--- src/rtl/irqstat_pkg.sv ---
package irqstat_pkg;
  localparam int unsigned DATA_W      = 16;
  localparam int unsigned ADDR_W      = 4;
  localparam int unsigned BUSY_BIT    = 12;
  localparam int unsigned FORCE_BIT   = 11;
  localparam int unsigned CLR_W       = 6;
  localparam logic [7:0]  NEW_REV_MIN = 8'h34;
  localparam logic [DATA_W-1:0] TEST_KEEP = 16'hF80F;

  typedef enum logic [ADDR_W-1:0] {
    IDX_ENABLE = 4'd1,
    IDX_STATUS = 4'd2,
    IDX_VECTOR = 4'd3,
    IDX_TEST   = 4'd4
  } reg_idx_e;
endpackage

--- src/rtl/irqstat_vec_enc.sv ---
module irqstat_vec_enc #(
  parameter int unsigned W     = 6,
  localparam int unsigned IDX_W = $clog2(W + 1)
) (
  input  logic [W-1:0]     pend_i,
  output logic [IDX_W-1:0] idx_o,
  output logic [W-1:0]     onehot_o
);
  // scan from the top down so that the lowest pending bit is the one kept
  always_comb begin
    idx_o    = '0;
    onehot_o = '0;
    for (int i = W - 1; i >= 0; i--) begin
      if (pend_i[i]) begin
        idx_o       = IDX_W'(i + 1);
        onehot_o    = '0;
        onehot_o[i] = 1'b1;
      end
    end
  end
endmodule

--- src/rtl/irqstat_ctrl_regs.sv ---
module irqstat_ctrl_regs
  import irqstat_pkg::*;
#(
  parameter int unsigned EN_W = 6
) (
  input  logic              clk,
  input  logic              rst_n,
  input  logic              en_we,
  input  logic              test_we,
  input  logic [DATA_W-1:0] wdata,
  output logic [EN_W-1:0]   en_o,
  output logic [DATA_W-1:0] test_o
);
  logic [EN_W-1:0]   en_q, en_d;
  logic [DATA_W-1:0] test_q, test_d;

  always_comb begin
    en_d   = wdata[EN_W-1:0];
    test_d = wdata & TEST_KEEP;
  end

  always_ff @(posedge clk or negedge rst_n) begin
    if (!rst_n) begin
      en_q   <= '0;
      test_q <= '0;
    end else begin
      if (en_we)   en_q   <= en_d;
      if (test_we) test_q <= test_d;
    end
  end

  assign en_o   = en_q;
  assign test_o = test_q;

  assert_enable_load_R2: assert property (@(posedge clk) disable iff (!rst_n)
    en_we |=> (en_q == $past(wdata[EN_W-1:0])));

  assert_test_mask_R10: assert property (@(posedge clk) disable iff (!rst_n)
    (test_q & ~TEST_KEEP) == '0);
endmodule

--- src/rtl/irqstat_status_reg.sv ---
module irqstat_status_reg
  import irqstat_pkg::*;
(
  input  logic              clk,
  input  logic              rst_n,
  input  logic [DATA_W-1:0] set_i,
  input  logic [DATA_W-1:0] clr_i,
  output logic [DATA_W-1:0] stat_o
);
  localparam logic [DATA_W-1:0] KEEP = ~(DATA_W'(1) << BUSY_BIT);

  logic [DATA_W-1:0] stat_q, stat_d, set_eff;
  logic              stat_en;

  always_comb begin
    set_eff = set_i & KEEP;
    stat_en = (|set_eff) | (|clr_i);
    // set is applied after clear: an event in the same cycle wins
    stat_d  = ((stat_q & ~clr_i) | set_eff) & KEEP;
  end

  always_ff @(posedge clk or negedge rst_n) begin
    if (!rst_n) stat_q <= '0;
    else if (stat_en) stat_q <= stat_d;
  end

  assign stat_o = stat_q;

  assert_set_sticks_R11: assert property (@(posedge clk) disable iff (!rst_n)
    (|set_eff) |=> ((stat_q & $past(set_eff)) == $past(set_eff)));

  assert_idle_hold_R8: assert property (@(posedge clk) disable iff (!rst_n)
    ((set_eff == '0) && (clr_i == '0)) |=> (stat_q == $past(stat_q)));
endmodule

--- src/rtl/i2c_irq_status.sv ---
module i2c_irq_status
  import irqstat_pkg::*;
#(
  parameter logic [7:0] REVISION = 8'h34
) (
  input  logic              clk,
  input  logic              rst_n,
  input  logic              reg_wr,
  input  logic              reg_rd,
  input  logic [ADDR_W-1:0] reg_addr,
  input  logic [DATA_W-1:0] reg_wdata,
  output logic [DATA_W-1:0] reg_rdata,
  input  logic [DATA_W-1:0] evt_set,
  input  logic              bus_busy,
  output logic              irq
);
  localparam bit          NEW_REV = (REVISION >= NEW_REV_MIN);
  localparam int unsigned EN_W    = NEW_REV ? 6 : 5;
  localparam int unsigned IDX_W   = $clog2(EN_W + 1);

  logic              hit_en, hit_stat, hit_vec, hit_test;
  logic [EN_W-1:0]   en, pend, ack_oh;
  logic [IDX_W-1:0]  vec_idx;
  logic [DATA_W-1:0] test_q, stat, set_v, clr_v, stat_view;

  always_comb begin
    hit_en   = (reg_addr == IDX_ENABLE);
    hit_stat = (reg_addr == IDX_STATUS);
    hit_vec  = (reg_addr == IDX_VECTOR);
    hit_test = (reg_addr == IDX_TEST);
  end

  irqstat_ctrl_regs #(.EN_W(EN_W)) u_ctrl (
    .clk     (clk),
    .rst_n   (rst_n),
    .en_we   (reg_wr && hit_en),
    .test_we (reg_wr && hit_test),
    .wdata   (reg_wdata),
    .en_o    (en),
    .test_o  (test_q)
  );

  assign pend = stat[EN_W-1:0] & en;

  irqstat_vec_enc #(.W(EN_W)) u_enc (
    .pend_i   (pend),
    .idx_o    (vec_idx),
    .onehot_o (ack_oh)
  );

  generate
    if (NEW_REV) begin : g_new
      always_comb begin
        clr_v = '0;
        set_v = evt_set;
        if (reg_wr && hit_stat)
          clr_v = {{(DATA_W-CLR_W){1'b0}}, reg_wdata[CLR_W-1:0]};
        if (reg_wr && hit_test && reg_wdata[FORCE_BIT])
          set_v = evt_set | {{(DATA_W-CLR_W){1'b0}}, {CLR_W{1'b1}}};
      end

      assert_vector_inert_R4: assert property (@(posedge clk) disable iff (!rst_n)
        (reg_rd && hit_vec && (evt_set == '0)) |=> (stat == $past(stat)));

      assert_force_low_R9: assert property (@(posedge clk) disable iff (!rst_n)
        (reg_wr && hit_test && reg_wdata[FORCE_BIT]) |=> (stat[CLR_W-1:0] == {CLR_W{1'b1}}));
    end else begin : g_old
      always_comb begin
        set_v = evt_set;
        clr_v = '0;
        if (reg_rd && hit_vec)
          clr_v = {{(DATA_W-EN_W){1'b0}}, ack_oh};
      end

      assert_ack_single_R3: assert property (@(posedge clk) disable iff (!rst_n)
        $onehot0(clr_v));

      assert_status_ro_R6: assert property (@(posedge clk) disable iff (!rst_n)
        (reg_wr && hit_stat && (evt_set == '0)) |=> (stat == $past(stat)));
    end
  endgenerate

  irqstat_status_reg u_stat (
    .clk    (clk),
    .rst_n  (rst_n),
    .set_i  (set_v),
    .clr_i  (clr_v),
    .stat_o (stat)
  );

  always_comb begin
    stat_view           = stat;
    stat_view[BUSY_BIT] = bus_busy;
  end

  always_comb begin
    reg_rdata = '0;
    if (hit_en)        reg_rdata = {{(DATA_W-EN_W){1'b0}}, en};
    else if (hit_stat) reg_rdata = stat_view;
    else if (hit_vec)  reg_rdata = NEW_REV ? '0 : {{(DATA_W-IDX_W){1'b0}}, vec_idx};
    else if (hit_test) reg_rdata = test_q;
  end

  assign irq = |pend;

  assert_irq_needs_status_R1: assert property (@(posedge clk) disable iff (!rst_n)
    irq |-> (stat != '0) && (en != '0));
endmodule

--- config.mk ---
export PLATFORM = sky130hd
export DESIGN_NAME = i2c_irq_status
export DESIGN_NICKNAME = d
export VERILOG_FILES = /design/src/rtl/irqstat_pkg.sv /design/src/rtl/irqstat_vec_enc.sv /design/src/rtl/irqstat_ctrl_regs.sv /design/src/rtl/irqstat_status_reg.sv /design/src/rtl/i2c_irq_status.sv
export SDC_FILE = /design/constraint.sdc
export NUM_CORES = 1
export LEC_CHECK = 0
export BUFFER_PORTS_ARGS = -buffer_cell sky130_fd_sc_hd__buf_2
export CAP_MARGIN = 20
export CORE_MARGIN = 2
export CORE_UTILIZATION = 45
export DETAILED_ROUTE_END_ITERATION = 10
export GPL_TIMING_DRIVEN = 1
export PLACE_DENSITY = 0.75
export SLEW_MARGIN = 40
export SYNTH_ARGS = -nofsm -noshare
export SYNTH_HDL_FRONTEND = slang
export SYNTH_HIERARCHICAL = 1
export SYNTH_SLANG_ARGS = --single-unit
export TNS_END_PERCENT = 30
--- constraint.sdc ---
create_clock -name clk -period 1.3 [get_ports clk]
set_input_delay 0.26 -clock clk [delete_from_list [all_inputs] [get_ports clk]]
set_output_delay 0.26 -clock clk [all_outputs]
set_load 0.005 [all_outputs]
==> key figures <==
Run
  – Max-Cap Viols: 0

GRT
  – Initial antenna violation count: 0
  – Vias in the first global route: 1408
  – GRT Residual Overflow: 0
  – First-pass GRT wire length: 6600 µm
  – GR Util All Layers: 21.7%
  – Largest net degree at the start of global routing: 18

Power
  – Static leakage: 1.18 nW
  – Worst VDD drop: 0.545 mV
  – Final Power: 2.28 mW
  – PwrDens: 968 nW/µm²

Timing
  – Hold slack final: 0.0843 ns
  – Pins over their slew limit: 0
  – Final Hold Viols: 0
  – Minimum clock period after layout: 1.48 ns
  – Setup_tns: -1.87 ns
  – Unrepaired setup endpoints after global routing: yes
  – Final setup fails: 17
  – Max Fclk: 678 MHz
  – Fin worst setup slack: -0.176 ns
  – Fin crit share: 114%
  – Clock Skews: 0 ns

Logic synthesis
  – Post-Synthesis Cell Area: 1650 µm²
  – Syn. warnings: 6
  – Mapped Cells: 141
  – Synthesized area per cell: 11.7 µm²

Clock network
  – CTS tree: built
  – Clock buffer depth: 2
  – Clk pin slew, worst setup/hold paths: 0.10 ns
  – Clk Latency, worst-skew pair: 0.34 ns
  – CTS H-tree depth: 2
  – TritonCTS Buffers: 5
  – CTS Sinks: 30
  – Root buf cell: clkbuf_4

Critical path
  – Data required time of the worst path: 1.04 ns
  – FF-to-FF End: u_ctrl/en_o[3]$_DFFE_PN0P_
  – Worst EP arrival: 1.22 ns
  – Startpoint class of the critical path: input pin
  – Critical-path top delay cell: nor4b_4
  – Crit-path cells: buf_8, nor4b_4, buf_6, a22oi_2, nand2_1, buf_2
  – CP max stage delay: 0.38 ns
  – Worst Reg2Reg Path Length in Cells: 2
  – CP Capture Type: output pin
  – R2r startpoint: u_ctrl/en_o[3]$_DFFE_PN0P_
  – Setup crit start: reg_addr[0]
  – Crit Path Class: input pin to output pin
  – Flop2flop setup slack: 0.34 ns
  – Max FO, Critical Path: 6

Place
  – Dpl cell area: 2000 µm²
  – HPWL after DPL: 2690 µm
  – Placed cells: 250
  – Port Buffers: 50
  – Gp weighted congestion: 0.798

Final layout
  – Area Overhead vs Synth: 43.1%
  – Layout Nets: 264
  – Finished Layout Cells: 270
  – Most frequent cells in the layout: buf_2, dfrtp_1, buf_4
  – # diodes: 0
  – Fillers: 276
  – Most common cell after layout, fill and taps aside: buf_2
  – Fin area: 2360 µm²
  – Fraction of layout cells with a size suffix above 1: 55.4%

Floorplanning
  – Die X: 64.5 µm
  – Starting density of the core: 48.2%
  – Core area: 3420 µm²
  – Die area: 4160 µm²
  – Die height: 64.5 µm
  – Boundary pin count: 58
  – Rows: 21

Route
  – Router iterations before antenna repair: 4
  – Drt first-iter violations: 31
  – Wire per inst: 14.9 µm
  – Vias/cell: 4.87
  – WL final: 4020 µm
  – DR vias: 1316
  – Drt drc: 0
  – Count of antenna-violating nets left after detailed routing: 0

Outcome
  – Failing checks: setup timing
  – Outcome: complete, but fails checks

Hold path
  – Worst hold start: evt_set[11]
  – Hold Crit Class: input pin to register
  – Hold path depth: 2
  – Hold Path End: u_stat/stat_o[11]$_DFFE_PN0P_
## critical path: cells and delay by family
family,cells,cell delay [ns]
AO/OA/AOI/OAI,1,0.08
buffers and inverters,3,0.42
AND/OR/NAND/NOR,2,0.45
## worst max path at each step
stage | endpoint | slack [ns] | cells past startpoint
after floorplan | u_ctrl/test_o[0]$_DFFE_PN0P_ | -0.25 | 5
after global placement | reg_rdata[3] | -0.18 | 6
after detailed placement | reg_rdata[0] | -0.23 | 6
after CTS | irq | -0.13 | 3
after global routing | irq | -0.22 | 3
final | reg_rdata[0] | -0.18 | 6
## metrics by stage
step	setup WS (ns)	util [%]
2_1_floorplan	-0.250	-
3_3_place_gp	-0.185	58.6
3_5_place_dp	-0.228	58.6
4_1_cts	-0.129	67.1
5_1_grt	-0.219	69.0
6_report	-0.176	69.0
## timing repair
item                                   CTS  global route
pin swaps                               13            10
hold buffers                             1             0
setup endpoints to repair               17            17
setup buffers                            8             2
endpoints found under the hold margin   13             0
cloned                                   1             0
resized for setup                       29            10
## layout make-up
type                            count  area (µm²)  share of cell area (%)
Multi-Input combinational cell     99         911                    38.7
Sequential cell                    30         751                    31.9
Timing Repair Buffer               72         520                    22.1
Tap cell                           46        57.6                    2.44
Inverter                           15        56.3                    2.39
Clock buffer                        7        55.1                    2.34
Clock inverter                      1        5.00                   0.212
## flip-flops by register name (all words and copies together), names as in the netlist
register and flops:
u_ctrl/en_o 6, u_ctrl/test_o 9, u_stat/stat_o 15
## power by group
part / internal (mW) / leakage, nW / switching [mW]
clock: 0.262 / 0.0353 / 0.344
sequential: 1.06 / 0.334 / 0.116
combinational: 0.327 / 0.808 / 0.169
## layer usage
layer  share of wire [%]  global-route usage [%]  up-vias
met5                   0                       0        -
met4                 1.6                    8.51        0
met3                 6.5                    6.25        8
met2                  50                    35.4       46
met1                  42                    27.1      634
li1                    -                       -      628
Power figures use the tool's default switching activity.
